===== src/rtl/sector_erase_pkg.sv =====
package sector_erase_pkg;

  localparam int NUM_SECTORS = 11;
  localparam int SEC_W = $clog2(NUM_SECTORS);

  // size of a sector in units; the small ones sit low unless topBoot
  function automatic int unitSize(int idx, bit topBoot);
    int k;
    k = topBoot ? (NUM_SECTORS - 1 - idx) : idx;
    case (k)
      0: return 2;
      1, 2: return 1;
      3: return 4;
      default: return 8;
    endcase
  endfunction

  function automatic int unitBase(int idx, bit topBoot);
    int acc;
    acc = 0;
    for (int j = 0; j < NUM_SECTORS; j++)
      if (j < idx) acc += unitSize(j, topBoot);
    return acc;
  endfunction

  // address decoder: which sector holds a given unit
  function automatic int sectorOfUnit(int u, bit topBoot);
    int hit;
    hit = 0;
    for (int j = 0; j < NUM_SECTORS; j++)
      if (u >= unitBase(j, topBoot) && u < unitBase(j, topBoot) + unitSize(j, topBoot)) hit = j;
    return hit;
  endfunction

  typedef struct packed {
    logic loadMask;
    logic pick;
    logic addrInc;
    logic addrRewind;
    logic timerClr;
    logic pulseClr;
    logic pulseInc;
    logic setErr;
    logic access;
  } ctrl_strobe_t;

  typedef struct packed {
    logic maskEmpty;
    logic lastWord;
    logic wordTimeUp;
    logic pulseTimeUp;
    logic pulseLimit;
    logic readOnes;
  } dp_status_t;

endpackage


===== src/rtl/sector_erase_dp.sv =====
module sector_erase_dp
  import sector_erase_pkg::*;
#(
  parameter int ADDR_W       = 18,
  parameter int DATA_W       = 16,
  parameter int WORD_CYCLES  = 8,
  parameter int PULSE_CYCLES = 1000000,
  parameter int MAX_PULSES   = 32,
  parameter bit TOP_BOOT     = 1'b0
) (
  input  logic                   clk,
  input  logic                   rstN,
  input  ctrl_strobe_t           st,
  input  logic                   chipErase,
  input  logic [NUM_SECTORS-1:0] sectorMask,
  input  logic [DATA_W-1:0]      memRdData,
  output dp_status_t             stat,
  output logic [ADDR_W-1:0]      memAddr,
  output logic [SEC_W-1:0]       curSector,
  output logic                   errFlag
);

  localparam int UNIT_WORDS = (2 ** ADDR_W) / 64;
  localparam int LONGEST    = (WORD_CYCLES > PULSE_CYCLES) ? WORD_CYCLES : PULSE_CYCLES;
  localparam int TIMER_W    = $clog2(LONGEST + 1);
  localparam int PCNT_W     = $clog2(MAX_PULSES + 1);

  logic [NUM_SECTORS-1:0] pending;
  logic [SEC_W-1:0]       curSec, nextSec, decodedSec;
  logic [ADDR_W-1:0]      addr;
  logic [TIMER_W-1:0]     timer;
  logic [PCNT_W-1:0]      pulseCnt;
  logic [ADDR_W-1:0]      secBase [NUM_SECTORS];
  logic [ADDR_W-1:0]      secLast [NUM_SECTORS];

  for (genvar i = 0; i < NUM_SECTORS; i++) begin : gen_map
    assign secBase[i] = ADDR_W'(unitBase(i, TOP_BOOT) * UNIT_WORDS);
    assign secLast[i] = ADDR_W'((unitBase(i, TOP_BOOT) + unitSize(i, TOP_BOOT)) * UNIT_WORDS - 1);
  end

  // lowest pending sector wins
  always_comb begin
    nextSec = '0;
    for (int i = NUM_SECTORS - 1; i >= 0; i--)
      if (pending[i]) nextSec = SEC_W'(i);
  end

  always_comb decodedSec = SEC_W'(sectorOfUnit(int'(addr) / UNIT_WORDS, TOP_BOOT));

  always_ff @(posedge clk) begin
    if (!rstN) begin
      pending  <= '0;
      curSec   <= '0;
      addr     <= '0;
      timer    <= '0;
      pulseCnt <= '0;
      errFlag  <= 1'b0;
    end else begin
      if (st.loadMask) pending <= chipErase ? '1 : sectorMask;
      else if (st.pick) pending[nextSec] <= 1'b0;

      if (st.pick) curSec <= nextSec;

      if (st.pick) addr <= secBase[nextSec];
      else if (st.addrRewind) addr <= secBase[curSec];
      else if (st.addrInc) addr <= addr + 1'b1;

      timer <= st.timerClr ? '0 : timer + 1'b1;

      if (st.pulseClr) pulseCnt <= '0;
      else if (st.pulseInc) pulseCnt <= pulseCnt + 1'b1;

      if (st.loadMask) errFlag <= 1'b0;
      else if (st.setErr) errFlag <= 1'b1;
    end
  end

  always_comb begin
    stat.maskEmpty   = (pending == '0);
    stat.lastWord    = (addr == secLast[curSec]);
    stat.wordTimeUp  = (timer == TIMER_W'(WORD_CYCLES - 1));
    stat.pulseTimeUp = (timer == TIMER_W'(PULSE_CYCLES - 1));
    stat.pulseLimit  = (pulseCnt == PCNT_W'(MAX_PULSES));
    stat.readOnes    = &memRdData;
  end

  assign memAddr   = addr;
  assign curSector = curSec;

  a_r10_addr_in_sector: assert property (@(posedge clk) disable iff (!rstN)
    st.access |-> decodedSec == curSec);
  a_r4_pick_clears: assert property (@(posedge clk) disable iff (!rstN)
    st.pick |=> !pending[curSec]);
  a_r8_pulse_cap: assert property (@(posedge clk) disable iff (!rstN)
    pulseCnt <= PCNT_W'(MAX_PULSES));

endmodule


===== src/rtl/sector_erase_ctrl.sv =====
module sector_erase_ctrl
  import sector_erase_pkg::*;
(
  input  logic         clk,
  input  logic         rstN,
  input  logic         start,
  input  dp_status_t   stat,
  output ctrl_strobe_t st,
  output logic         busy,
  output logic         done,
  output logic         memWe,
  output logic         memRe,
  output logic         eraseOn
);

  typedef enum logic [2:0] {
    S_IDLE, S_SELECT, S_PROG, S_ERASE, S_VREAD, S_VCHECK, S_FIN
  } phase_t;

  phase_t state, nxt;

  always_ff @(posedge clk) begin
    if (!rstN) state <= S_IDLE;
    else state <= nxt;
  end

  always_comb begin
    st      = '0;
    nxt     = state;
    memWe   = 1'b0;
    memRe   = 1'b0;
    eraseOn = 1'b0;
    case (state)
      S_IDLE: if (start) begin
        st.loadMask = 1'b1;
        nxt = S_SELECT;
      end
      S_SELECT: if (stat.maskEmpty) nxt = S_FIN;
      else begin
        st.pick = 1'b1;
        st.timerClr = 1'b1;
        st.pulseClr = 1'b1;
        nxt = S_PROG;
      end
      S_PROG: begin
        memWe = 1'b1;
        st.access = 1'b1;
        if (stat.wordTimeUp) begin
          st.timerClr = 1'b1;
          if (stat.lastWord) begin
            st.addrRewind = 1'b1;
            nxt = S_ERASE;
          end else st.addrInc = 1'b1;
        end
      end
      S_ERASE: begin
        eraseOn = 1'b1;
        st.access = 1'b1;
        if (stat.pulseTimeUp) begin
          st.pulseInc = 1'b1;
          nxt = S_VREAD;
        end
      end
      S_VREAD: begin
        memRe = 1'b1;
        st.access = 1'b1;
        nxt = S_VCHECK;
      end
      S_VCHECK: begin
        if (!stat.readOnes) begin
          if (stat.pulseLimit) begin
            st.setErr = 1'b1;
            nxt = S_FIN;
          end else begin
            st.addrRewind = 1'b1;
            st.timerClr = 1'b1;
            nxt = S_ERASE;
          end
        end else if (stat.lastWord) nxt = S_SELECT;
        else begin
          st.addrInc = 1'b1;
          nxt = S_VREAD;
        end
      end
      S_FIN: nxt = S_IDLE;
      default: nxt = S_IDLE;
    endcase
  end

  assign busy = (state != S_IDLE) && (state != S_FIN);
  assign done = (state == S_FIN);

  a_r2_done_not_busy: assert property (@(posedge clk) disable iff (!rstN)
    done |-> !busy);
  a_r2_done_single: assert property (@(posedge clk) disable iff (!rstN)
    done |=> !done);
  a_r7_one_strobe: assert property (@(posedge clk) disable iff (!rstN)
    $onehot0({memWe, memRe, eraseOn}));
  a_r9_empty_ends: assert property (@(posedge clk) disable iff (!rstN)
    (state == S_SELECT && stat.maskEmpty) |=> done);
  a_r8_fail_ends: assert property (@(posedge clk) disable iff (!rstN)
    st.setErr |=> done);

endmodule


===== src/rtl/sector_erase_seq.sv =====
module sector_erase_seq
  import sector_erase_pkg::*;
#(
  parameter int ADDR_W       = 18,
  parameter int DATA_W       = 16,
  parameter int WORD_CYCLES  = 8,
  parameter int PULSE_CYCLES = 1000000,
  parameter int MAX_PULSES   = 32,
  parameter bit TOP_BOOT     = 1'b0
) (
  input  logic                   clk,
  input  logic                   rstN,
  input  logic                   start,
  input  logic                   chipErase,
  input  logic [NUM_SECTORS-1:0] sectorMask,
  output logic                   busy,
  output logic                   done,
  output logic                   error,
  output logic [ADDR_W-1:0]      memAddr,
  output logic [DATA_W-1:0]      memWrData,
  output logic                   memWe,
  output logic                   memRe,
  input  logic [DATA_W-1:0]      memRdData,
  output logic                   eraseOn,
  output logic [SEC_W-1:0]       eraseSector
);

  ctrl_strobe_t st;
  dp_status_t   stat;

  sector_erase_ctrl u_ctrl (
    .clk(clk), .rstN(rstN), .start(start), .stat(stat), .st(st),
    .busy(busy), .done(done), .memWe(memWe), .memRe(memRe), .eraseOn(eraseOn)
  );

  sector_erase_dp #(
    .ADDR_W(ADDR_W), .DATA_W(DATA_W), .WORD_CYCLES(WORD_CYCLES),
    .PULSE_CYCLES(PULSE_CYCLES), .MAX_PULSES(MAX_PULSES), .TOP_BOOT(TOP_BOOT)
  ) u_dp (
    .clk(clk), .rstN(rstN), .st(st), .chipErase(chipErase), .sectorMask(sectorMask),
    .memRdData(memRdData), .stat(stat), .memAddr(memAddr), .curSector(eraseSector),
    .errFlag(error)
  );

  assign memWrData = '0;

endmodule


===== config.mk =====
export PLATFORM = sky130hd
export DESIGN_NAME = sector_erase_seq
export DESIGN_NICKNAME = d
export VERILOG_FILES = /design/src/rtl/sector_erase_pkg.sv /design/src/rtl/sector_erase_dp.sv /design/src/rtl/sector_erase_ctrl.sv /design/src/rtl/sector_erase_seq.sv
export SDC_FILE = /design/constraint.sdc
export NUM_CORES = 1
export LEC_CHECK = 0
export CELL_PAD_IN_SITES_DETAIL_PLACEMENT = 1
export CELL_PAD_IN_SITES_GLOBAL_PLACEMENT = 2
export CORE_ASPECT_RATIO = 1.2
export CORE_UTILIZATION = 30
export CTS_CLUSTER_SIZE = 40
export DETAILED_ROUTE_END_ITERATION = 6
export PLACE_DENSITY_LB_ADDON = 0.1
export SETUP_SLACK_MARGIN = 0.1
export SYNTH_ARGS = -nofsm -noshare
export SYNTH_HDL_FRONTEND = slang
export SYNTH_SLANG_ARGS = --single-unit

===== constraint.sdc =====
create_clock -name clk -period 3.3 [get_ports clk]
set_clock_uncertainty 0.05 [all_clocks]
set_input_delay 0.33 -clock clk [delete_from_list [all_inputs] [get_ports clk]]
set_output_delay 0.33 -clock clk [all_outputs]
set_load 0.02 [all_outputs]

==> impl_metrics.tcl <==
set metrics [dict create \
    outcome "finished, final reports clean" \
    wirelength_um 11100 \
    synth_warnings 0 \
    fp.dieH_um 125 \
    cts_made_buffers 9 \
    yosysSeqAreaShare 0.335 \
    yosys.area_share.simple 0.281 \
    ant_nets 0 \
    row_count 44 \
    synthMuxAreaShare 0.0136 \
    cts.clk_slew.worst_paths_ns 0.05 \
    first_global_vias 3681 \
    core_um2 12200 \
    post_cts_resized 0 \
    yosysTopAreaCell "dfxtp_1" \
    synth-compound-area-share 0.179 \
    ys_ff_latch 63 \
    netlist_area_um2 3770 \
    dp_hpwl_um 8550 \
    critical_path_class "reg -> reg" \
    maxCapViolCount 0 \
    power.density_nw_per_um2 615 \
    die_w_um 104 \
    drt-vias-per-instance 5.13 \
    place.gp.congestion 0.798 \
    internal_power_mw 1.83 \
    tns_ns 0 \
    power_frac_clock 0.303 \
    synth_top_family_by_area "simple AND/OR/NAND/NOR gates" \
    drive_above_1_share 0.0640 \
    holdWs_ns 0.395 \
    dieArea_um2 13000 \
    start_util 0.310 \
    yosysMostFrequentCell "nor2_1" \
    synth_commonest_cells "67 x nor2_1, 63 x dfxtp_1, 44 x nand2_1, 27 x a21oi_1" \
    final_max_slew_viol_count 0 \
    drt-initial-drc-count 130 \
    crit_arrival_ns 3.18 \
    fin_crit_ns 2.99 \
    grt_pass1_wl_um 18300 \
    synth_edf_count 0 \
    first_pass_iters 4 \
    cp-start-kind "flip-flop" \
    synth_cell_types 62 \
    tritoncts "built" \
    grt_overflow 0 \
    drc 0 \
    yosys.area.top_type_share 0.335 \
    seq_power_share 0.348 \
    p_sw_frac 0.375 \
    synthCells 485 \
    utilization 0.391 \
    vias 3635 \
    irDropWorstVdd_mv 0.242 \
    critPathMaxFanout 9 \
    end_kind "flip-flop" \
    async_flop_share 0 \
    cts_setup_buffers 0 \
    area_growth_pct 26.3 \
    synth_ff_type "dfxtp_1" \
    final_hold_viol_count 0 \
    synth_area_leaders "dfxtp_1 33%, nor2_1 6.7%, xnor2_1 5.1%" \
    worst_pin_slew_ns 0.800 \
    grt_usage 0.176 \
    min_path_type "reg -> reg" \
    port_buffers 58 \
    switching_power_mw 1.10 \
    wl_per_cell_um 15.7 \
    fin_crit_sh 0.907 \
    max_freq_mhz 334 \
    rsz0062_at_grt "no" \
    yosys.area_share.xor_xnor 0.0883 \
    maxSlewHeadroom 0.462 \
    htree_levels 3 \
    avgSynthCellArea_um2 7.77 \
    final_nets 581 \
    leakagePower_nw 1.69 \
    grt_max_degree 27 \
    setup_viol 0 \
    synth_fa_ha_area_frac 0.0266 \
    insertedDiodeCount 0 \
    cts_hold_buf 0 \
    io-pin-count 75 \
    cts-root-buf "clkbuf_16" \
    antenna_found_initial 0 \
    clk_latency_ns 0.34 \
    worstPathRequired_ns 3.49 \
    cts_sinks 63 \
    cts_buffer_depth 2 \
    pwr-share-comb 0.349 \
]
## worst paths after layout
| path | startpoint | endpoint | slack (ns) | cells past startpoint |
|---|---|---|---|---|
| worst max-delay path | u_dp.curSector[1] | u_dp.memAddr[16] | 0.31 | 10 |
| worst min-delay path | u_dp.timer[0] | u_dp.timer[0] | 0.40 | 1 |
| worst max register to register | u_dp.curSector[1] | u_dp.memAddr[16] | 0.31 | 10 |
| worst min register to register | u_dp.timer[0] | u_dp.timer[0] | 0.40 | 1 |
## final cells by class
type	count	area (um2)
inverters	17	63.8
fillers	1469	7410
repair buffers	71	678
flip-flops and latches	63	1260
clock buffers	13	260
clock inverters	3	17.5
multi-input cells	380	2280
well taps	161	201
## sequential cells by signal, summed over array words and instances, names as in the netlist
register,count
u_ctrl.state,3
u_dp.memAddr,18
u_dp.timer,20
u_dp.errFlag,1
u_dp.pulseCnt,6
u_dp.curSector,4
u_dp.pending,11
## layer usage
metal	routed length (um)	up-vias	global-route usage
li1	-	1819	-
met1	5180	1756	0.219
met2	5480	49	0.303
met3	286	11	0.0345
met4	144	0	0.0588
met5	0	-	0
## cell usage in the layout, fill, tap and decap left out, types with 3 or more instances in the layout
cell / instances
nor2_1: 67
dfxtp_1: 63
clkdlybuf4s50_1: 58
nand2_1: 44
a21oi_1: 27
xnor2_1: 22
nand3_1: 22
o21ai_0: 18
inv_1: 17
xor2_1: 16
conb_1: 16
buf_4: 13
nor3_1: 12
nand4_1: 12
o31ai_1: 11
nor4_1: 9
and3_1: 9
clkbuf_16: 9
ha_1: 8
a211oi_1: 7
and2_1: 7
nand2b_1: 5
a31oi_1: 5
mux2i_1: 4
nand3b_1: 3
o22ai_1: 3
and4b_1: 3
a21boi_0: 3
and4_1: 3
or2_2: 3
## critical path: stages (launching register included)
cell and delay (ns):
dfxtp_1 0.40, inv_1 0.10, ha_1 0.38, nand2b_1 0.13, a211oi_1 0.06, o311ai_0 0.62, buf_4 0.23, or2_1 0.30
a21oi_1 0.16, nor3b_1 0.17, o41ai_1 0.30
## metrics by stage
step           instances  power (mW)  cell area [um2]  setup WS [ns]
2_1_floorplan        500        1.71             3830          0.614
3_3_place_gp         692        2.05             4480          0.383
3_5_place_dp         692        2.07             4480          0.308
4_1_cts              708        2.97             4760          0.286
5_1_grt              708        3.14             4760          0.128
6_report             708        2.93             4760          0.308
## power by group through the flow
stage / Clock, mW / Sequential (mW) / Combinational [mW]
2_1_floorplan: 0 / 0.977 / 0.731
3_3_place_gp: 0 / 1.03 / 1.02
3_5_place_dp: 0 / 1.04 / 1.03
4_1_cts: 0.912 / 1.02 / 1.04
5_1_grt: 0.947 / 1.04 / 1.14
6_report: 0.887 / 1.02 / 1.02
## kinds of logic (layout without fill, tap and decap cells)
group | after synthesis | count (layout)
DFF | 63 | 63
other | 1 | 16
muxes | 5 | 5
and+or+nand+nor | 212 | 212
AOI/OAI and AO/OA | 101 | 101
xor gates and xnor gates | 38 | 38
buffers and inverters | 57 | 104
adders and majority gates | 8 | 8
Note: power is estimated with default switching activity, not from simulation.
